`src/rtl/spi_blk_pkg.sv`:
```
package spi_blk_pkg;

  localparam int REG_W    = 32;
  localparam int CNT_W    = 16;
  localparam int NUM_CS   = 4;
  localparam int SEL_W    = 2;
  localparam int LEN_W    = 5;
  localparam int MIN_LM1  = 3;

  // control word field positions (software-visible)
  localparam int START_POS = 31;
  localparam int SEL_POS   = 26;
  localparam int IDLE_POS  = 22;
  localparam int MAN_POS   = 21;
  localparam int MANV_POS  = 20;
  localparam int LSBF_POS  = 16;
  localparam int RXE_POS   = 12;
  localparam int TXE_POS   = 11;
  localparam int LEN_POS   = 0;

  // status word field positions
  localparam int RDY_POS   = 30;

  localparam logic [1:0] A_CTRL = 2'd0;
  localparam logic [1:0] A_CNT  = 2'd1;
  localparam logic [1:0] A_STAT = 2'd2;

  typedef struct packed {
    logic [SEL_W-1:0]  cs_sel;
    logic [NUM_CS-1:0] cs_idle;
    logic              cs_man;
    logic              cs_man_lvl;
    logic              lsb_first;
    logic              rx_en;
    logic              tx_en;
    logic [LEN_W-1:0]  len_m1;
  } ctrl_t;

  typedef enum logic [1:0] {
    ENG_IDLE  = 2'd0,
    ENG_FETCH = 2'd1,
    ENG_SHIFT = 2'd2
  } eng_state_t;

  function automatic ctrl_t word_to_ctrl(input logic [REG_W-1:0] w);
    ctrl_t c;
    c.cs_sel     = w[SEL_POS +: SEL_W];
    c.cs_idle    = w[IDLE_POS +: NUM_CS];
    c.cs_man     = w[MAN_POS];
    c.cs_man_lvl = w[MANV_POS];
    c.lsb_first  = w[LSBF_POS];
    c.rx_en      = w[RXE_POS];
    c.tx_en      = w[TXE_POS];
    c.len_m1     = w[LEN_POS +: LEN_W];
    return c;
  endfunction

  function automatic logic [REG_W-1:0] ctrl_to_word(input ctrl_t c);
    logic [REG_W-1:0] w;
    w = '0;
    w[SEL_POS +: SEL_W]   = c.cs_sel;
    w[IDLE_POS +: NUM_CS] = c.cs_idle;
    w[MAN_POS]            = c.cs_man;
    w[MANV_POS]           = c.cs_man_lvl;
    w[LSBF_POS]           = c.lsb_first;
    w[RXE_POS]            = c.rx_en;
    w[TXE_POS]            = c.tx_en;
    w[LEN_POS +: LEN_W]   = c.len_m1;
    return w;
  endfunction

endpackage

```
`src/rtl/spi_blk_regs.sv`:
```
module spi_blk_regs
  import spi_blk_pkg::*;
(
  input  logic             clk,
  input  logic             rst_n,
  input  logic             reg_we,
  input  logic [1:0]       reg_addr,
  input  logic [REG_W-1:0] reg_wdata,
  output logic [REG_W-1:0] reg_rdata,
  input  logic             busy,
  input  logic             done_pulse,
  input  logic [CNT_W-1:0] pkt_count,
  output ctrl_t            ctrl,
  output logic [CNT_W-1:0] last_idx,
  output logic             start_pulse,
  output logic             ready
);

  ctrl_t            ctrl_q, ctrl_d;
  logic [CNT_W-1:0] last_q, last_d;
  logic             rdy_q, rdy_d;
  logic             ctrl_en, last_en;
  logic             wr_ctrl, wr_cnt, wr_stat;

  assign wr_ctrl = reg_we && (reg_addr == A_CTRL);
  assign wr_cnt  = reg_we && (reg_addr == A_CNT);
  assign wr_stat = reg_we && (reg_addr == A_STAT);

  // configuration is frozen while a run is in flight
  assign ctrl_en     = wr_ctrl && !busy;
  assign last_en     = wr_cnt && !busy;
  assign start_pulse = ctrl_en && reg_wdata[START_POS];

  always_comb begin
    ctrl_d = word_to_ctrl(reg_wdata);
    last_d = reg_wdata[CNT_W-1:0];
    rdy_d  = rdy_q;
    if (done_pulse) begin
      rdy_d = 1'b1;
    end else if (wr_stat && reg_wdata[RDY_POS]) begin
      rdy_d = 1'b0;
    end
  end

  always_ff @(posedge clk or negedge rst_n) begin
    if (!rst_n) begin
      ctrl_q <= '0;
      last_q <= '0;
      rdy_q  <= 1'b0;
    end else begin
      if (ctrl_en) begin
        ctrl_q <= ctrl_d;
      end
      if (last_en) begin
        last_q <= last_d;
      end
      rdy_q <= rdy_d;
    end
  end

  always_comb begin
    reg_rdata = '0;
    case (reg_addr)
      A_CTRL: reg_rdata = ctrl_to_word(ctrl_q);
      A_CNT:  reg_rdata[CNT_W-1:0] = last_q;
      A_STAT: begin
        reg_rdata[RDY_POS]     = rdy_q;
        reg_rdata[CNT_W-1:0]   = pkt_count;
      end
      default: reg_rdata = '0;
    endcase
  end

  assign ctrl     = ctrl_q;
  assign last_idx = last_q;
  assign ready    = rdy_q;

endmodule

```
`src/rtl/spi_blk_bitclk.sv`:
```
module spi_blk_bitclk #(
  parameter int HALF_DIV = 2
) (
  input  logic clk,
  input  logic rst_n,
  input  logic run,
  output logic sclk,
  output logic edge_rise,
  output logic edge_fall
);

  localparam int HC_W = (HALF_DIV > 1) ? $clog2(HALF_DIV) : 1;
  localparam logic [HC_W-1:0] HC_END = HC_W'(HALF_DIV - 1);

  logic [HC_W-1:0] hcnt_q, hcnt_d;
  logic            sclk_q, sclk_d;
  logic            half_end;

  assign half_end = run && (hcnt_q == HC_END);

  always_comb begin
    hcnt_d = hcnt_q;
    sclk_d = sclk_q;
    if (!run) begin
      hcnt_d = '0;
      sclk_d = 1'b0;
    end else if (half_end) begin
      hcnt_d = '0;
      sclk_d = !sclk_q;
    end else begin
      hcnt_d = hcnt_q + 1'b1;
    end
  end

  always_ff @(posedge clk or negedge rst_n) begin
    if (!rst_n) begin
      hcnt_q <= '0;
      sclk_q <= 1'b0;
    end else begin
      hcnt_q <= hcnt_d;
      sclk_q <= sclk_d;
    end
  end

  assign sclk      = sclk_q;
  assign edge_rise = half_end && !sclk_q;
  assign edge_fall = half_end && sclk_q;

endmodule

```
`src/rtl/spi_blk_shifter.sv`:
```
module spi_blk_shifter
  import spi_blk_pkg::*;
(
  input  logic             clk,
  input  logic             rst_n,
  input  logic             start_pulse,
  input  ctrl_t            ctrl,
  input  logic [CNT_W-1:0] last_idx,
  input  logic             tx_valid,
  input  logic [REG_W-1:0] tx_data,
  output logic             tx_pop,
  output logic             rx_push,
  output logic [REG_W-1:0] rx_data,
  input  logic             miso,
  output logic             mosi,
  input  logic             edge_rise,
  input  logic             edge_fall,
  output logic             run,
  output logic             busy,
  output logic             done_pulse,
  output logic [CNT_W-1:0] pkt_count
);

  eng_state_t       st_q, st_d;
  logic [REG_W-1:0] txw_q, txw_d;
  logic [REG_W-1:0] rxw_q, rxw_d;
  logic [LEN_W-1:0] idx_q, idx_d;
  logic [CNT_W-1:0] cnt_q, cnt_d;
  logic [LEN_W-1:0] eff_m1;
  logic [LEN_W-1:0] pos;
  logic             last_bit;

  // short length codes are promoted to the minimum packet size
  assign eff_m1   = (ctrl.len_m1 < LEN_W'(MIN_LM1)) ? LEN_W'(MIN_LM1) : ctrl.len_m1;
  assign pos      = ctrl.lsb_first ? idx_q : (eff_m1 - idx_q);
  assign last_bit = (idx_q == eff_m1);

  always_comb begin
    st_d       = st_q;
    txw_d      = txw_q;
    rxw_d      = rxw_q;
    idx_d      = idx_q;
    cnt_d      = cnt_q;
    tx_pop     = 1'b0;
    rx_push    = 1'b0;
    done_pulse = 1'b0;
    case (st_q)
      ENG_IDLE: begin
        if (start_pulse) begin
          st_d  = ENG_FETCH;
          cnt_d = '0;
        end
      end
      ENG_FETCH: begin
        if (!ctrl.tx_en || tx_valid) begin
          tx_pop = ctrl.tx_en;
          txw_d  = ctrl.tx_en ? tx_data : '0;
          rxw_d  = '0;
          idx_d  = '0;
          st_d   = ENG_SHIFT;
        end
      end
      ENG_SHIFT: begin
        if (edge_rise) begin
          rxw_d[pos] = miso;
        end
        if (edge_fall) begin
          if (last_bit) begin
            cnt_d   = cnt_q + 1'b1;
            rx_push = ctrl.rx_en;
            if (cnt_q == last_idx) begin
              st_d       = ENG_IDLE;
              done_pulse = 1'b1;
            end else begin
              st_d = ENG_FETCH;
            end
          end else begin
            idx_d = idx_q + 1'b1;
          end
        end
      end
      default: st_d = ENG_IDLE;
    endcase
  end

  always_ff @(posedge clk or negedge rst_n) begin
    if (!rst_n) begin
      st_q  <= ENG_IDLE;
      txw_q <= '0;
      rxw_q <= '0;
      idx_q <= '0;
      cnt_q <= '0;
    end else begin
      st_q  <= st_d;
      txw_q <= txw_d;
      rxw_q <= rxw_d;
      idx_q <= idx_d;
      cnt_q <= cnt_d;
    end
  end

  assign run       = (st_q == ENG_SHIFT);
  assign busy      = (st_q != ENG_IDLE);
  assign mosi      = run && ctrl.tx_en && txw_q[pos];
  assign rx_data   = rxw_q;
  assign pkt_count = cnt_q;

endmodule

```
`src/rtl/spi_blk_csdrv.sv`:
```
module spi_blk_csdrv
  import spi_blk_pkg::*;
(
  input  logic              clk,
  input  logic              rst_n,
  input  ctrl_t             ctrl,
  input  logic              busy,
  output logic [NUM_CS-1:0] cs_o
);

  logic [NUM_CS-1:0] cs_q, cs_d;

  for (genvar g = 0; g < NUM_CS; g++) begin : g_line
    logic picked;
    assign picked = (ctrl.cs_sel == SEL_W'(g));
    always_comb begin
      if (!picked) begin
        cs_d[g] = ctrl.cs_idle[g];
      end else if (ctrl.cs_man) begin
        cs_d[g] = ctrl.cs_man_lvl;
      end else begin
        cs_d[g] = busy ? !ctrl.cs_idle[g] : ctrl.cs_idle[g];
      end
    end
  end

  always_ff @(posedge clk or negedge rst_n) begin
    if (!rst_n) begin
      cs_q <= '0;
    end else begin
      cs_q <= cs_d;
    end
  end

  assign cs_o = cs_q;

endmodule

```
`src/rtl/spi_blk_master.sv`:
```
module spi_blk_master
  import spi_blk_pkg::*;
#(
  parameter int HALF_DIV = 2
) (
  input  logic        clk,
  input  logic        rst_n,
  input  logic        reg_we,
  input  logic [1:0]  reg_addr,
  input  logic [31:0] reg_wdata,
  output logic [31:0] reg_rdata,
  input  logic        tx_valid,
  input  logic [31:0] tx_data,
  output logic        tx_pop,
  output logic        rx_push,
  output logic [31:0] rx_data,
  output logic        sclk,
  output logic        mosi,
  input  logic        miso,
  output logic [3:0]  cs_o
);

  logic [1:0]       rst_sync_q;
  logic             rst_int_n;
  ctrl_t            ctrl;
  logic [CNT_W-1:0] last_idx;
  logic [CNT_W-1:0] pkt_count;
  logic             start_pulse;
  logic             done_pulse;
  logic             busy;
  logic             run;
  logic             ready;
  logic             edge_rise;
  logic             edge_fall;

  // asynchronous assert, synchronous release
  always_ff @(posedge clk or negedge rst_n) begin
    if (!rst_n) begin
      rst_sync_q <= '0;
    end else begin
      rst_sync_q <= {rst_sync_q[0], 1'b1};
    end
  end
  assign rst_int_n = rst_sync_q[1];

  spi_blk_regs regs_i (
    .clk         (clk),
    .rst_n       (rst_int_n),
    .reg_we      (reg_we),
    .reg_addr    (reg_addr),
    .reg_wdata   (reg_wdata),
    .reg_rdata   (reg_rdata),
    .busy        (busy),
    .done_pulse  (done_pulse),
    .pkt_count   (pkt_count),
    .ctrl        (ctrl),
    .last_idx    (last_idx),
    .start_pulse (start_pulse),
    .ready       (ready)
  );

  spi_blk_bitclk #(.HALF_DIV(HALF_DIV)) bitclk_i (
    .clk       (clk),
    .rst_n     (rst_int_n),
    .run       (run),
    .sclk      (sclk),
    .edge_rise (edge_rise),
    .edge_fall (edge_fall)
  );

  spi_blk_shifter shifter_i (
    .clk         (clk),
    .rst_n       (rst_int_n),
    .start_pulse (start_pulse),
    .ctrl        (ctrl),
    .last_idx    (last_idx),
    .tx_valid    (tx_valid),
    .tx_data     (tx_data),
    .tx_pop      (tx_pop),
    .rx_push     (rx_push),
    .rx_data     (rx_data),
    .miso        (miso),
    .mosi        (mosi),
    .edge_rise   (edge_rise),
    .edge_fall   (edge_fall),
    .run         (run),
    .busy        (busy),
    .done_pulse  (done_pulse),
    .pkt_count   (pkt_count)
  );

  spi_blk_csdrv csdrv_i (
    .clk   (clk),
    .rst_n (rst_int_n),
    .ctrl  (ctrl),
    .busy  (busy),
    .cs_o  (cs_o)
  );

endmodule

```
`config.mk`:
```
export PLATFORM = sky130hd
export DESIGN_NAME = spi_blk_master
export DESIGN_NICKNAME = d
export VERILOG_FILES = /design/src/rtl/spi_blk_pkg.sv /design/src/rtl/spi_blk_regs.sv /design/src/rtl/spi_blk_bitclk.sv /design/src/rtl/spi_blk_shifter.sv /design/src/rtl/spi_blk_csdrv.sv /design/src/rtl/spi_blk_master.sv
export SDC_FILE = /design/constraint.sdc
export NUM_CORES = 1
export LEC_CHECK = 0
export BUFFER_PORTS_ARGS = -buffer_cell sky130_fd_sc_hd__buf_2
export CAP_MARGIN = 20
export CORE_MARGIN = 10
export CORE_UTILIZATION = 50
export DETAILED_ROUTE_END_ITERATION = 6
export PLACE_DENSITY = 0.81
export SKIP_CTS_REPAIR_TIMING = 1
export SLEW_MARGIN = 20
export SYNTH_ARGS = -nofsm -noshare
export SYNTH_HDL_FRONTEND = slang
export SYNTH_HIERARCHICAL = 1
export SYNTH_SLANG_ARGS = --single-unit
export TNS_END_PERCENT = 50
```
`constraint.sdc`:
```
create_clock -name clk -period 3.6 [get_ports clk]
set_input_delay 0.36 -clock clk [delete_from_list [all_inputs] [get_ports clk]]
set_output_delay 0.36 -clock clk [all_outputs]
set_load 0.05 [all_outputs]
```
==> metrics.json, run 1 <==
{
  "cts_root_buffer": {"value": "sky130_fd_sc_hd__clkbuf_16"},
  "grt_first_pass_wirelength": {"value": 28800, "unit": "um"},
  "hpwl": {"value": 12600, "unit": "um"},
  "cp-end-kind": {"value": "primary output"},
  "layout.cell_area.non_filler": {"value": 8270, "unit": "sq um"},
  "power.density_cell_area": {"value": 915, "unit": "nW/um^2"},
  "drt-vias-per-instance": {"value": 5.74},
  "use_met1": {"value": 0.250},
  "timing.hold.worst_path_depth": {"value": 2},
  "maxCapViolations": {"value": 0},
  "hold_path_end": {"value": "shifter_i/txw_q[13]$_DFFE_PN0P_"},
  "drt.antenna.violating_nets": {"value": 0},
  "grt_max_degree": {"value": 75},
  "global_route.peak_usage_layer": {"value": "met2"},
  "clock_tree_from_tritoncts": {"value": "built"},
  "antenna_found_initial": {"value": 1},
  "comb_power_share": {"value": 0.476},
  "worstSetupStartpoint": {"value": "regs_i/ctrl[4]$_DFFE_PN0P_"},
  "synthesis.area": {"value": 6630, "unit": "sq um"},
  "worst-endpoint-arrival": {"value": 3290, "unit": "ps"},
  "pwr-share-seq": {"value": 0.289},
  "worst_slew_margin": {"value": 0.491},
  "hold_violations": {"value": 0},
  "boundaryPins": {"value": 143},
  "cts_max_path_buffers": {"value": 2},
  "share_of_synthesized_area_occupied_by_flip_flops_and_latches": {"value": 0.483},
  "mostFrequentLayoutCell": {"value": "sky130_fd_sc_hd__buf_2"},
  "synthesis.yosys.warnings": {"value": 6},
  "upper_clock_frequency_limit": {"value": 0.274, "unit": "GHz"},
  "gr-usage-met3": {"value": 0.0553},
  "floorplan.die.width": {"value": 135, "unit": "um"},
  "cp_max_fo": {"value": 7},
  "antenna_cells": {"value": 0},
  "final_critical_path_setup_slack": {"value": -50.3, "unit": "ps"},
  "rsz0062_at_grt": {"value": "yes"},
  "run_status": {"value": "complete, but fails checks"},
  "critical_path_launch_point_type": {"value": "register"},
  "worst-setup-path-type": {"value": "reg2out"},
  "syn-mean-instance-area": {"value": 10.3, "unit": "sq um"},
  "worst_path_required": {"value": 3240, "unit": "ps"},
  "drt-wirelength-per-cell": {"value": 18.4, "unit": "um"},
  "period_share": {"value": 1.01},
  "fin_setup_tns": {"value": -50.3, "unit": "ps"},
  "switching_share": {"value": 0.424},
  "ff2ff_path_depth": {"value": 11},
  "yosys_most_used_dff": {"value": "sky130_fd_sc_hd__dfrtp_1"},
  "fp.dieArea": {"value": 18300, "unit": "sq um"},
  "total_switching_power": {"value": 3210, "unit": "uW"},
  "failed_checks": {"value": "setup timing"},
  "async_reset_ff_frac": {"value": 1.00},
  "detail_route.wirelength": {"value": 17900, "unit": "um"},
  "die_h": {"value": 135, "unit": "um"},
  "vdd_ir_drop_max": {"value": 0.551, "unit": "mV"},
  "port_buffers": {"value": 131},
  "placed_cells": {"value": 941},
  "filler_cell_count": {"value": 1052},
  "min-delay-start": {"value": "tx_data[13]"},
  "final_core_util": {"value": 0.630},
  "cts_buffer_count": {"value": 17},
  "critical_path.cell_chain": {"value": "nor3_2 > nor2_1 > ha_2 > fa_1 > nor2_2 > a21o_4 > buf_4 > mux2i_1 > mux2_4 > a32oi_2 > o22ai_2 > nor4_4 > buf_6"},
  "clkLatencyLatePin": {"value": 410, "unit": "ps"},
  "syn_inst": {"value": 644},
  "layout.cells.most_common_list": {"value": "130 x sky130_fd_sc_hd__buf_2, 127 x sky130_fd_sc_hd__dfrtp_1, 70 x sky130_fd_sc_hd__nand2_1"},
  "overflow": {"value": 0},
  "detail_route.first_pass.iterations": {"value": 7},
  "finalSetupViolCount": {"value": 1},
  "internal_power_consumption": {"value": 4360, "unit": "uW"},
  "min-delay-path-class": {"value": "in2reg"},
  "routed-via-count": {"value": 5588},
  "worst_clock_skew": {"value": 7.05, "unit": "ps"},
  "power_leakage": {"value": 0.00401, "unit": "uW"},
  "drt-initial-drc-count": {"value": 503},
  "place_congestion": {"value": 0.850},
  "timing.reg2reg.setup_slack": {"value": 550, "unit": "ps"},
  "postSynthRegisterBits": {"value": 128},
  "grt_pass1_vias": {"value": 5701},
  "reg2reg_from": {"value": "regs_i/ctrl[4]$_DFFE_PN0P_"},
  "layout_min_cycle_time": {"value": 3650, "unit": "ps"},
  "dpl_cell_area": {"value": 7550, "unit": "sq um"},
  "post_synth_num_cell_types": {"value": 61},
  "crit_slowest_cell": {"value": "sky130_fd_sc_hd__fa_1"},
  "worstReg2RegEnd": {"value": "shifter_i/rx_data[28]$_DFFE_PN0P_"},
  "gr-usage-all-layers": {"value": 0.194},
  "syn_to_layout_area_delta": {"value": 24.7, "unit": "%"},
  "final_max_slew_viol_count": {"value": 0},
  "clockPowerShare": {"value": 0.236},
  "floorplan.initialDensity": {"value": 0.505},
  "drive_above_1_share": {"value": 0.313},
  "clk_transition_reported_paths": {"value": 50, "unit": "ps"},
  "cts-htree-levels": {"value": 4},
  "final_net_count": {"value": 865},
  "critical_path.max_stage_delay": {"value": 510, "unit": "ps"},
  "max_slew.worst_pin.slew": {"value": 762, "unit": "ps"},
  "met2_demand_to_capacity_share_in_global_routing": {"value": 0.307},
  "layout.cells.non_filler": {"value": 974},
  "clkSinkCount": {"value": 128},
  "row_count": {"value": 42},
  "placeable_core_region": {"value": 13100, "unit": "sq um"},
  "drc_violations_left": {"value": 0},
  "number_of_enable_type_register_cells_in_the_synthesized_netlist": {"value": 0}
}
## routing by layer
layer,wire [um],up-vias
met4,410,2
li1,-,2616
met2,8560,228
met5,11,-
met1,7770,2700
met3,1160,42
## area by class of cell
| cell class | instances | area [sq um] | share of cell area |
|---|---|---|---|
| Timing Repair Buffer | 156 | 865 | 0.105 |
| Multi-Input combinational cell | 472 | 3320 | 0.401 |
| Inverter | 12 | 45.0 | 0.00545 |
| Clock inverter | 5 | 100 | 0.0121 |
| Tap cell | 176 | 220 | 0.0266 |
| Clock buffer | 25 | 515 | 0.0623 |
| Sequential cell | 128 | 3210 | 0.388 |
## sequential cells by signal, summed over array words and instances, names as in the netlist
| signal | count |
|---|---|
| csdrv_i/cs_o | 4 |
| shifter_i/pkt_count | 16 |
| shifter_i/txw_q | 32 |
| regs_i/last_idx | 16 |
| bitclk_i/hcnt_q | 1 |
| shifter_i/rx_data | 32 |
| shifter_i/idx_q | 5 |
| shifter_i/st_q | 2 |
| bitclk_i/sclk | 1 |
| rst_sync_q | 2 |
| regs_i/ready | 1 |
| regs_i/ctrl | 16 |
## Yosys cell counts, types with 3 or more instances
library cell	number	area, sq um
sky130_fd_sc_hd__dfrtp_1	128	3200
sky130_fd_sc_hd__nand2_1	71	267
sky130_fd_sc_hd__nor2_1	46	173
sky130_fd_sc_hd__a22o_1	42	368
sky130_fd_sc_hd__o21ai_0	39	195
sky130_fd_sc_hd__mux2_2	34	383
sky130_fd_sc_hd__a21oi_1	28	140
sky130_fd_sc_hd__xor2_1	22	193
sky130_fd_sc_hd__clkbuf_1	18	67.6
sky130_fd_sc_hd__mux2i_1	17	170
sky130_fd_sc_hd__and2_1	16	100
sky130_fd_sc_hd__nand3_1	14	70.1
sky130_fd_sc_hd__o211ai_1	14	105
sky130_fd_sc_hd__inv_1	11	41.3
sky130_fd_sc_hd__xnor2_1	10	87.6
sky130_fd_sc_hd__a32o_1	8	80.1
sky130_fd_sc_hd__buf_2	8	40.0
sky130_fd_sc_hd__buf_4	8	60.1
sky130_fd_sc_hd__or3_1	8	50.1
sky130_fd_sc_hd__and3_1	7	43.8
sky130_fd_sc_hd__nand4_1	7	43.8
sky130_fd_sc_hd__nor2b_1	7	43.8
sky130_fd_sc_hd__o2bb2ai_1	7	61.3
sky130_fd_sc_hd__ha_1	6	75.1
sky130_fd_sc_hd__nor4_1	6	37.5
sky130_fd_sc_hd__nand2b_1	5	31.3
sky130_fd_sc_hd__nor3_1	5	25.0
sky130_fd_sc_hd__or2_2	4	25.0
sky130_fd_sc_hd__a21o_1	3	22.5
sky130_fd_sc_hd__o22a_1	3	26.3
sky130_fd_sc_hd__o22ai_1	3	18.8
sky130_fd_sc_hd__o32a_1	3	30.0
## worst max path at each step
| stage | slack (ps) | depth (start not counted) | to |
|---|---|---|---|
| global route | -230 | 12 | mosi |
| detailed placement | 70 | 12 | mosi |
| finish | -50 | 13 | mosi |
| CTS | -390 | 13 | mosi |
| floorplan | 0.04 | 11 | mosi |
| global placement | 160 | 12 | mosi |
## stage by stage
stage	hold slack (ps)	setup WS [ps]	total power, uW
after floorplan	64.4	0.0402	4600
after global placement	147	160	5400
after detailed placement	149	65.9	5490
after CTS	-285	-395	7310
after global routing	157	-230	8010
final	165	-50.3	7570
## worst max-delay path: cells and delay by family (launching register included)
kind                     cells  cell delay (ps)
AO/OA/AOI/OAI                3              560
multiplexers                 2              380
buffers and inverters        2              350
flip-flops                   1              380
adder cells (fa/ha/maj)      2              690
AND/OR/NAND/NOR              4              530
## power groups by stage
| stage | logic [uW] | registers (uW) | clock network (uW) |
|---|---|---|---|
| floorplan | 2350 | 2250 | 0 |
| global placement | 3230 | 2180 | 0 |
| detailed placement | 3310 | 2180 | 0 |
| CTS | 3340 | 2170 | 1800 |
| global route | 3900 | 2240 | 1870 |
| finish | 3600 | 2180 | 1780 |
## logic make-up (layout without fill, tap and decap cells)
family | after synthesis | in the layout | share of synthesized area
AOI/OAI and AO/OA | 162 | 162 | 0.173
xor gates and xnor gates | 33 | 33 | 0.0447
adders and majority gates | 7 | 7 | 0.0143
buffers and inverters | 49 | 198 | 0.0349
DFF | 128 | 128 | 0.483
muxes | 53 | 53 | 0.0902
other | 2 | 7 | 0.00113
and+or+nand+nor | 210 | 210 | 0.158
(Power assumes the default switching activity.)
==> inputs of run 2 (changes only) <==
--- a/config.mk
+++ b/config.mk
@@ -8,9 +8,9 @@
 export BUFFER_PORTS_ARGS = -buffer_cell sky130_fd_sc_hd__buf_2
 export CAP_MARGIN = 20
 export CORE_MARGIN = 10
-export CORE_UTILIZATION = 50
+export CORE_UTILIZATION = 55
 export DETAILED_ROUTE_END_ITERATION = 6
-export PLACE_DENSITY = 0.81
+export PLACE_DENSITY = 0.85
 export SKIP_CTS_REPAIR_TIMING = 1
 export SLEW_MARGIN = 20
 export SYNTH_ARGS = -nofsm -noshare
==> constraint.sdc (replaced) <==
create_clock -name clk -period 3.7 [get_ports clk]
set_input_delay 0.37 -clock clk [delete_from_list [all_inputs] [get_ports clk]]
set_output_delay 0.37 -clock clk [all_outputs]
set_load 0.05 [all_outputs]
==> run 2 against run 1 <==
Against the previous run: the flow now finishes without violations; largest power group unchanged; flip-flop and latch count unchanged; clock power down 13%; first-iteration DRC count up 26%; critical path depth down 1; critical path type unchanged.
==> metrics.json, run 2 (synthesis results as in run 1) <==
{
  "run_status": {"value": "finished clean"},
  "clkLatencyLatePin": {"value": 420, "unit": "ps"},
  "worst-setup-path-type": {"value": "reg2out"},
  "final_critical_path_setup_slack": {"value": 17.4, "unit": "ps"},
  "boundaryPins": {"value": 143},
  "final_max_slew_viol_count": {"value": 0},
  "floorplan.die.width": {"value": 130, "unit": "um"},
  "reg2reg_from": {"value": "shifter_i/idx_q[3]$_DFFE_PN0P_"},
  "die_h": {"value": 130, "unit": "um"},
  "gr-usage-all-layers": {"value": 0.212},
  "filler_cell_count": {"value": 866},
  "antenna_cells": {"value": 0},
  "drt-wirelength-per-cell": {"value": 19.4, "unit": "um"},
  "place_congestion": {"value": 0.866},
  "drt.antenna.violating_nets": {"value": 0},
  "layout.cells.most_common_list": {"value": "130 x sky130_fd_sc_hd__buf_2, 127 x sky130_fd_sc_hd__dfrtp_1, 71 x sky130_fd_sc_hd__nand2_1"},
  "rsz0062_at_grt": {"value": "yes"},
  "drc_violations_left": {"value": 0},
  "grt_first_pass_wirelength": {"value": 28400, "unit": "um"},
  "drt-vias-per-instance": {"value": 6.05},
  "cp_max_fo": {"value": 5},
  "cp-end-kind": {"value": "primary output"},
  "drt-initial-drc-count": {"value": 636},
  "ff2ff_path_depth": {"value": 9},
  "cts_max_path_buffers": {"value": 2},
  "worst_clock_skew": {"value": 8.71, "unit": "ps"},
  "clk_transition_reported_paths": {"value": 50, "unit": "ps"},
  "grt_pass1_vias": {"value": 5725},
  "max_slew.worst_pin.slew": {"value": 983, "unit": "ps"},
  "cts_buffer_count": {"value": 17},
  "routed-via-count": {"value": 5708},
  "finalSetupViolCount": {"value": 0},
  "clock_tree_from_tritoncts": {"value": "built"},
  "mostFrequentLayoutCell": {"value": "sky130_fd_sc_hd__buf_2"},
  "final_layout_worst_hold_slack": {"value": 172, "unit": "ps"},
  "place_worst_setup_slack": {"value": 70.6, "unit": "ps"},
  "cts_root_buffer": {"value": "sky130_fd_sc_hd__clkbuf_16"},
  "timing.reg2reg.setup_slack": {"value": 460, "unit": "ps"},
  "grt_max_degree": {"value": 80},
  "worstSetupStartpoint": {"value": "regs_i/ctrl[3]$_DFFE_PN0P_"},
  "worst_slew_margin": {"value": 0.342},
  "detail_route.wirelength": {"value": 18300, "unit": "um"},
  "crit_path_end": {"value": "mosi"},
  "final_core_util": {"value": 0.685},
  "min-delay-path-class": {"value": "in2reg"},
  "power.density_cell_area": {"value": 890, "unit": "nW/um^2"},
  "hold_violations": {"value": 0},
  "overflow": {"value": 0},
  "worst-endpoint-arrival": {"value": 3310, "unit": "ps"},
  "fp.dieArea": {"value": 16800, "unit": "sq um"},
  "antenna_found_initial": {"value": 0},
  "clkSinkCount": {"value": 128},
  "floorplan.initialDensity": {"value": 0.557},
  "period_share": {"value": 0.995},
  "row_count": {"value": 40},
  "maxCapViolations": {"value": 0},
  "detail_route.first_pass.iterations": {"value": 5},
  "worstReg2RegEnd": {"value": "shifter_i/pkt_count[14]$_DFFE_PN0P_"},
  "final_net_count": {"value": 862},
  "layout_min_cycle_time": {"value": 3680, "unit": "ps"},
  "port_buffers": {"value": 131},
  "placeable_core_region": {"value": 11900, "unit": "sq um"},
  "critical_path_launch_point_type": {"value": "register"},
  "power_leakage": {"value": 0.00396, "unit": "uW"},
  "hpwl": {"value": 13000, "unit": "um"},
  "upper_clock_frequency_limit": {"value": 0.272, "unit": "GHz"},
  "worst_path_required": {"value": 3330, "unit": "ps"},
  "vdd_ir_drop_max": {"value": 0.477, "unit": "mV"},
  "syn_to_layout_area_delta": {"value": 23.0, "unit": "%"},
  "drive_above_1_share": {"value": 0.313},
  "cts-htree-levels": {"value": 4}
}
run 2: cell count changes in the layout (fill, tap and decap cells not counted), moves of 2 or more:
cell                        before  now
sky130_fd_sc_hd__bufinv_16       3    1
sky130_fd_sc_hd__buf_6           1    3
sky130_fd_sc_hd__clkinv_2        2    6
sky130_fd_sc_hd__buf_4          23   17
sky130_fd_sc_hd__clkbuf_8        6    3
sky130_fd_sc_hd__clkbuf_1        2    4
run 2: how the worst min path moves through the flow:
stage / to / slack, ps / cells past startpoint / from
after floorplan: rst_sync_q[0]$_DFF_PN0_ / 70 / 0 / rst_n
after global placement: rst_sync_q[0]$_DFF_PN0_ / 160 / 1 / rst_n
after detailed placement: rst_sync_q[0]$_DFF_PN0_ / 160 / 1 / rst_n
after CTS: rst_sync_q[0]$_DFF_PN0_ / -290 / 1 / rst_n
after global routing: shifter_i/txw_q[25]$_DFFE_PN0P_ / 170 / 2 / tx_data[25]
final: shifter_i/txw_q[25]$_DFFE_PN0P_ / 170 / 2 / tx_data[25]
run 2: critical path, stage by stage (launching register included):
cell and delay [ps]:
sky130_fd_sc_hd__dfrtp_1 390, sky130_fd_sc_hd__nor3_2 210, sky130_fd_sc_hd__nor2_1 60, sky130_fd_sc_hd__ha_2 180, sky130_fd_sc_hd__fa_1 550, sky130_fd_sc_hd__nor2_4 70
sky130_fd_sc_hd__a21o_4 250, sky130_fd_sc_hd__mux4_2 280, sky130_fd_sc_hd__nor2b_1 160, sky130_fd_sc_hd__a2111oi_2 360, sky130_fd_sc_hd__buf_4 190, sky130_fd_sc_hd__nor4_4 40
sky130_fd_sc_hd__buf_6 150
run 2: power by group:
part | total [uW] | internal [uW] | switching [uW]
Clock | 1540 | 964 | 572
Sequential | 2140 | 1750 | 383
Combinational | 3580 | 1390 | 2200
Total | 7260 | 4100 | 3150
run 2: layer usage:
metal,vias up,wire length [um],track usage
met5,-,0,0
met4,0,550,0.103
met3,57,1260,0.0535
met2,244,9130,0.347
met1,2802,7340,0.257
li1,2605,-,-
run 2: final cells by class:
type	count	area (sq um)	share of cell area
repair buffers	152	842	0.103
clock buffers	24	482	0.0591
clock inverters	7	60.1	0.00736
flip-flops and latches	128	3210	0.393
inverters	12	45.0	0.00552
well taps	147	184	0.0226
multi-input cells	473	3340	0.409
run 2: per-stage QoR:
stage | total power [uW] | area [sq um] | TNS [ps] | cells
2_1_floorplan | 4470 | 6670 | 0 | 649
4_1_cts | 6880 | 8010 | -433 | 938
5_1_grt | 7640 | 8160 | -105 | 943
6_report | 7260 | 8160 | 0 | 943
3_3_place_gp | 5180 | 7470 | 0 | 907
3_5_place_dp | 5310 | 7470 | 0 | 907
==> inputs of run 3 (changes only) <==
--- a/config.mk
+++ b/config.mk
@@ -10,7 +10,7 @@
 export CORE_MARGIN = 10
 export CORE_UTILIZATION = 55
 export DETAILED_ROUTE_END_ITERATION = 6
-export PLACE_DENSITY = 0.85
+export PLACE_DENSITY = 0.81
 export SKIP_CTS_REPAIR_TIMING = 1
 export SLEW_MARGIN = 20
 export SYNTH_ARGS = -nofsm -noshare
==> run 3 against run 2 <==
Against the previous run: the flow now finishes with violations (setup timing); utilization decreased by 0.063 points; clock-buffer cell count decreased by 6; die area unchanged; clock skew decreased by 2.1 ps; non-clock buffer count unchanged; critical path depth unchanged; critical path type unchanged; largest cell class unchanged.
==> metrics.json, run 3 (synthesis results as in run 1) <==
{
  "run_status": {"value": "complete, but fails checks"},
  "failed_checks": {"value": "setup timing"},
  "power_leakage": {"value": 0.00393, "unit": "uW"},
  "total_power": {"value": 7200, "unit": "uW"},
  "clk_transition_reported_paths": {"value": 60, "unit": "ps"},
  "finalSetupViolCount": {"value": 1},
  "drt-initial-drc-count": {"value": 582},
  "detail_route.wirelength": {"value": 18100, "unit": "um"},
  "grt_first_pass_wirelength": {"value": 29300, "unit": "um"},
  "fp.dieArea": {"value": 16800, "unit": "sq um"},
  "cts-htree-levels": {"value": 4},
  "vdd_ir_drop_max": {"value": 0.464, "unit": "mV"},
  "critical_path_launch_point_type": {"value": "register"},
  "place_congestion": {"value": 0.912},
  "overflow": {"value": 0},
  "drt-wirelength-per-cell": {"value": 19.2, "unit": "um"},
  "drt.antenna.violating_nets": {"value": 0},
  "port_buffers": {"value": 131},
  "drt-vias-per-instance": {"value": 6.09},
  "detail_route.first_pass.iterations": {"value": 5},
  "upper_clock_frequency_limit": {"value": 0.267, "unit": "GHz"},
  "period_share": {"value": 1.01},
  "min-delay-path-class": {"value": "in2reg"},
  "cp_max_fo": {"value": 8},
  "worst-setup-path-type": {"value": "reg2out"},
  "worst_path_required": {"value": 3330, "unit": "ps"},
  "layout.cells.most_common_list": {"value": "130 x sky130_fd_sc_hd__buf_2, 127 x sky130_fd_sc_hd__dfrtp_1, 71 x sky130_fd_sc_hd__nand2_1"},
  "boundaryPins": {"value": 143},
  "rsz0062_at_grt": {"value": "yes"},
  "mostFrequentLayoutCell": {"value": "sky130_fd_sc_hd__buf_2"},
  "cts_max_path_buffers": {"value": 2},
  "floorplan.initialDensity": {"value": 0.557},
  "placeable_core_region": {"value": 11900, "unit": "sq um"},
  "clock_tree_from_tritoncts": {"value": "built"},
  "cp-end-kind": {"value": "primary output"},
  "final_net_count": {"value": 861},
  "layout_min_cycle_time": {"value": 3750, "unit": "ps"},
  "routed-via-count": {"value": 5741},
  "drive_above_1_share": {"value": 0.312},
  "hold_violations": {"value": 0},
  "cts_buffer_count": {"value": 17},
  "gr-usage-all-layers": {"value": 0.217},
  "worst-endpoint-arrival": {"value": 3380, "unit": "ps"},
  "worst_slew_margin": {"value": 0.326},
  "floorplan.die.width": {"value": 130, "unit": "um"},
  "cts_root_buffer": {"value": "sky130_fd_sc_hd__clkbuf_16"},
  "dpl_cell_area": {"value": 7470, "unit": "sq um"},
  "power.density_cell_area": {"value": 883, "unit": "nW/um^2"},
  "grt_pass1_vias": {"value": 5888},
  "hpwl": {"value": 12900, "unit": "um"},
  "die_h": {"value": 130, "unit": "um"},
  "syn_to_layout_area_delta": {"value": 22.9, "unit": "%"},
  "layout.cell_area.non_filler": {"value": 8150, "unit": "sq um"},
  "clkLatencyLatePin": {"value": 420, "unit": "ps"},
  "antenna_found_initial": {"value": 0},
  "final_critical_path_setup_slack": {"value": -50.9, "unit": "ps"},
  "worst_clock_skew": {"value": 6.61, "unit": "ps"},
  "grt_max_degree": {"value": 80},
  "final_max_slew_viol_count": {"value": 0},
  "row_count": {"value": 40},
  "drc_violations_left": {"value": 0},
  "antenna_cells": {"value": 0},
  "maxCapViolations": {"value": 0},
  "max_slew.worst_pin.slew": {"value": 1010, "unit": "ps"},
  "clkSinkCount": {"value": 128}
}
-- run 3: routing by layer --
metal | share of wire | track usage | vias up | routed length [um]
li1 | - | - | 2607 | -
met4 | 0.014 | 0.0582 | 0 | 255
met1 | 0.41 | 0.266 | 2869 | 7440
met5 | 0 | 0 | - | 0
met3 | 0.059 | 0.0576 | 32 | 1070
met2 | 0.52 | 0.370 | 233 | 9370
-- run 3: area by class of cell --
class	instances	area, sq um
clock inverters	14	144
clock buffers	18	429
inverters	12	45.0
flip-flops and latches	128	3210
fillers	904	3760
multi-input cells	472	3300
well taps	147	184
repair buffers	152	838
-- run 3: critical path: stages (launching register included) --
cell,delay [ps]
sky130_fd_sc_hd__dfrtp_1,390
sky130_fd_sc_hd__nor3_2,210
sky130_fd_sc_hd__nor2_1,70
sky130_fd_sc_hd__ha_2,190
sky130_fd_sc_hd__fa_1,540
sky130_fd_sc_hd__nor2_2,50
sky130_fd_sc_hd__a21o_4,260
sky130_fd_sc_hd__buf_4,160
sky130_fd_sc_hd__mux4_2,280
sky130_fd_sc_hd__a2111oi_1,420
sky130_fd_sc_hd__buf_4,190
sky130_fd_sc_hd__nor4_4,40
sky130_fd_sc_hd__buf_6,160
-- run 3: path summary, 6_finish.rpt --
kind                                       startpoint                                  end  slack, ps  depth (start not counted)
max                        regs_i/ctrl[3]$_DFFE_PN0P_                                 mosi        -50                         12
min                                       tx_data[17]      shifter_i/txw_q[17]$_DFFE_PN0P_        180                          2
max reg2reg                regs_i/ctrl[3]$_DFFE_PN0P_  shifter_i/pkt_count[13]$_DFFE_PN0P_        560                          9
min reg2reg                   rst_sync_q[1]$_DFF_PN0_      shifter_i/txw_q[21]$_DFFE_PN0P_        350                          0
max in group asynchronous     rst_sync_q[1]$_DFF_PN0_     shifter_i/rx_data[5]$_DFFE_PN0P_       2520                          1
min in group asynchronous                       rst_n              rst_sync_q[0]$_DFF_PN0_        260                          2
-- run 3: through the flow --
step / cells / util / setup TNS [ps] / hold slack, ps / setup slack (ps)
6_report: 943 / 0.684 / -50.9 / 179 / -50.9
5_1_grt: 943 / 0.684 / -192 / 172 / -192
4_1_cts: 939 / 0.675 / -372 / -279 / -372
3_5_place_dp: 907 / 0.627 / 0 / 161 / 104
3_3_place_gp: 907 / 0.627 / 0 / 155 / 191
2_1_floorplan: 649 / - / 0 / 74.4 / 90.0
-- run 3: power breakdown --
part	internal (uW)	total (uW)	switching, uW
Sequential	1750	2130	381
Clock	987	1610	627
Combinational	1310	3450	2140
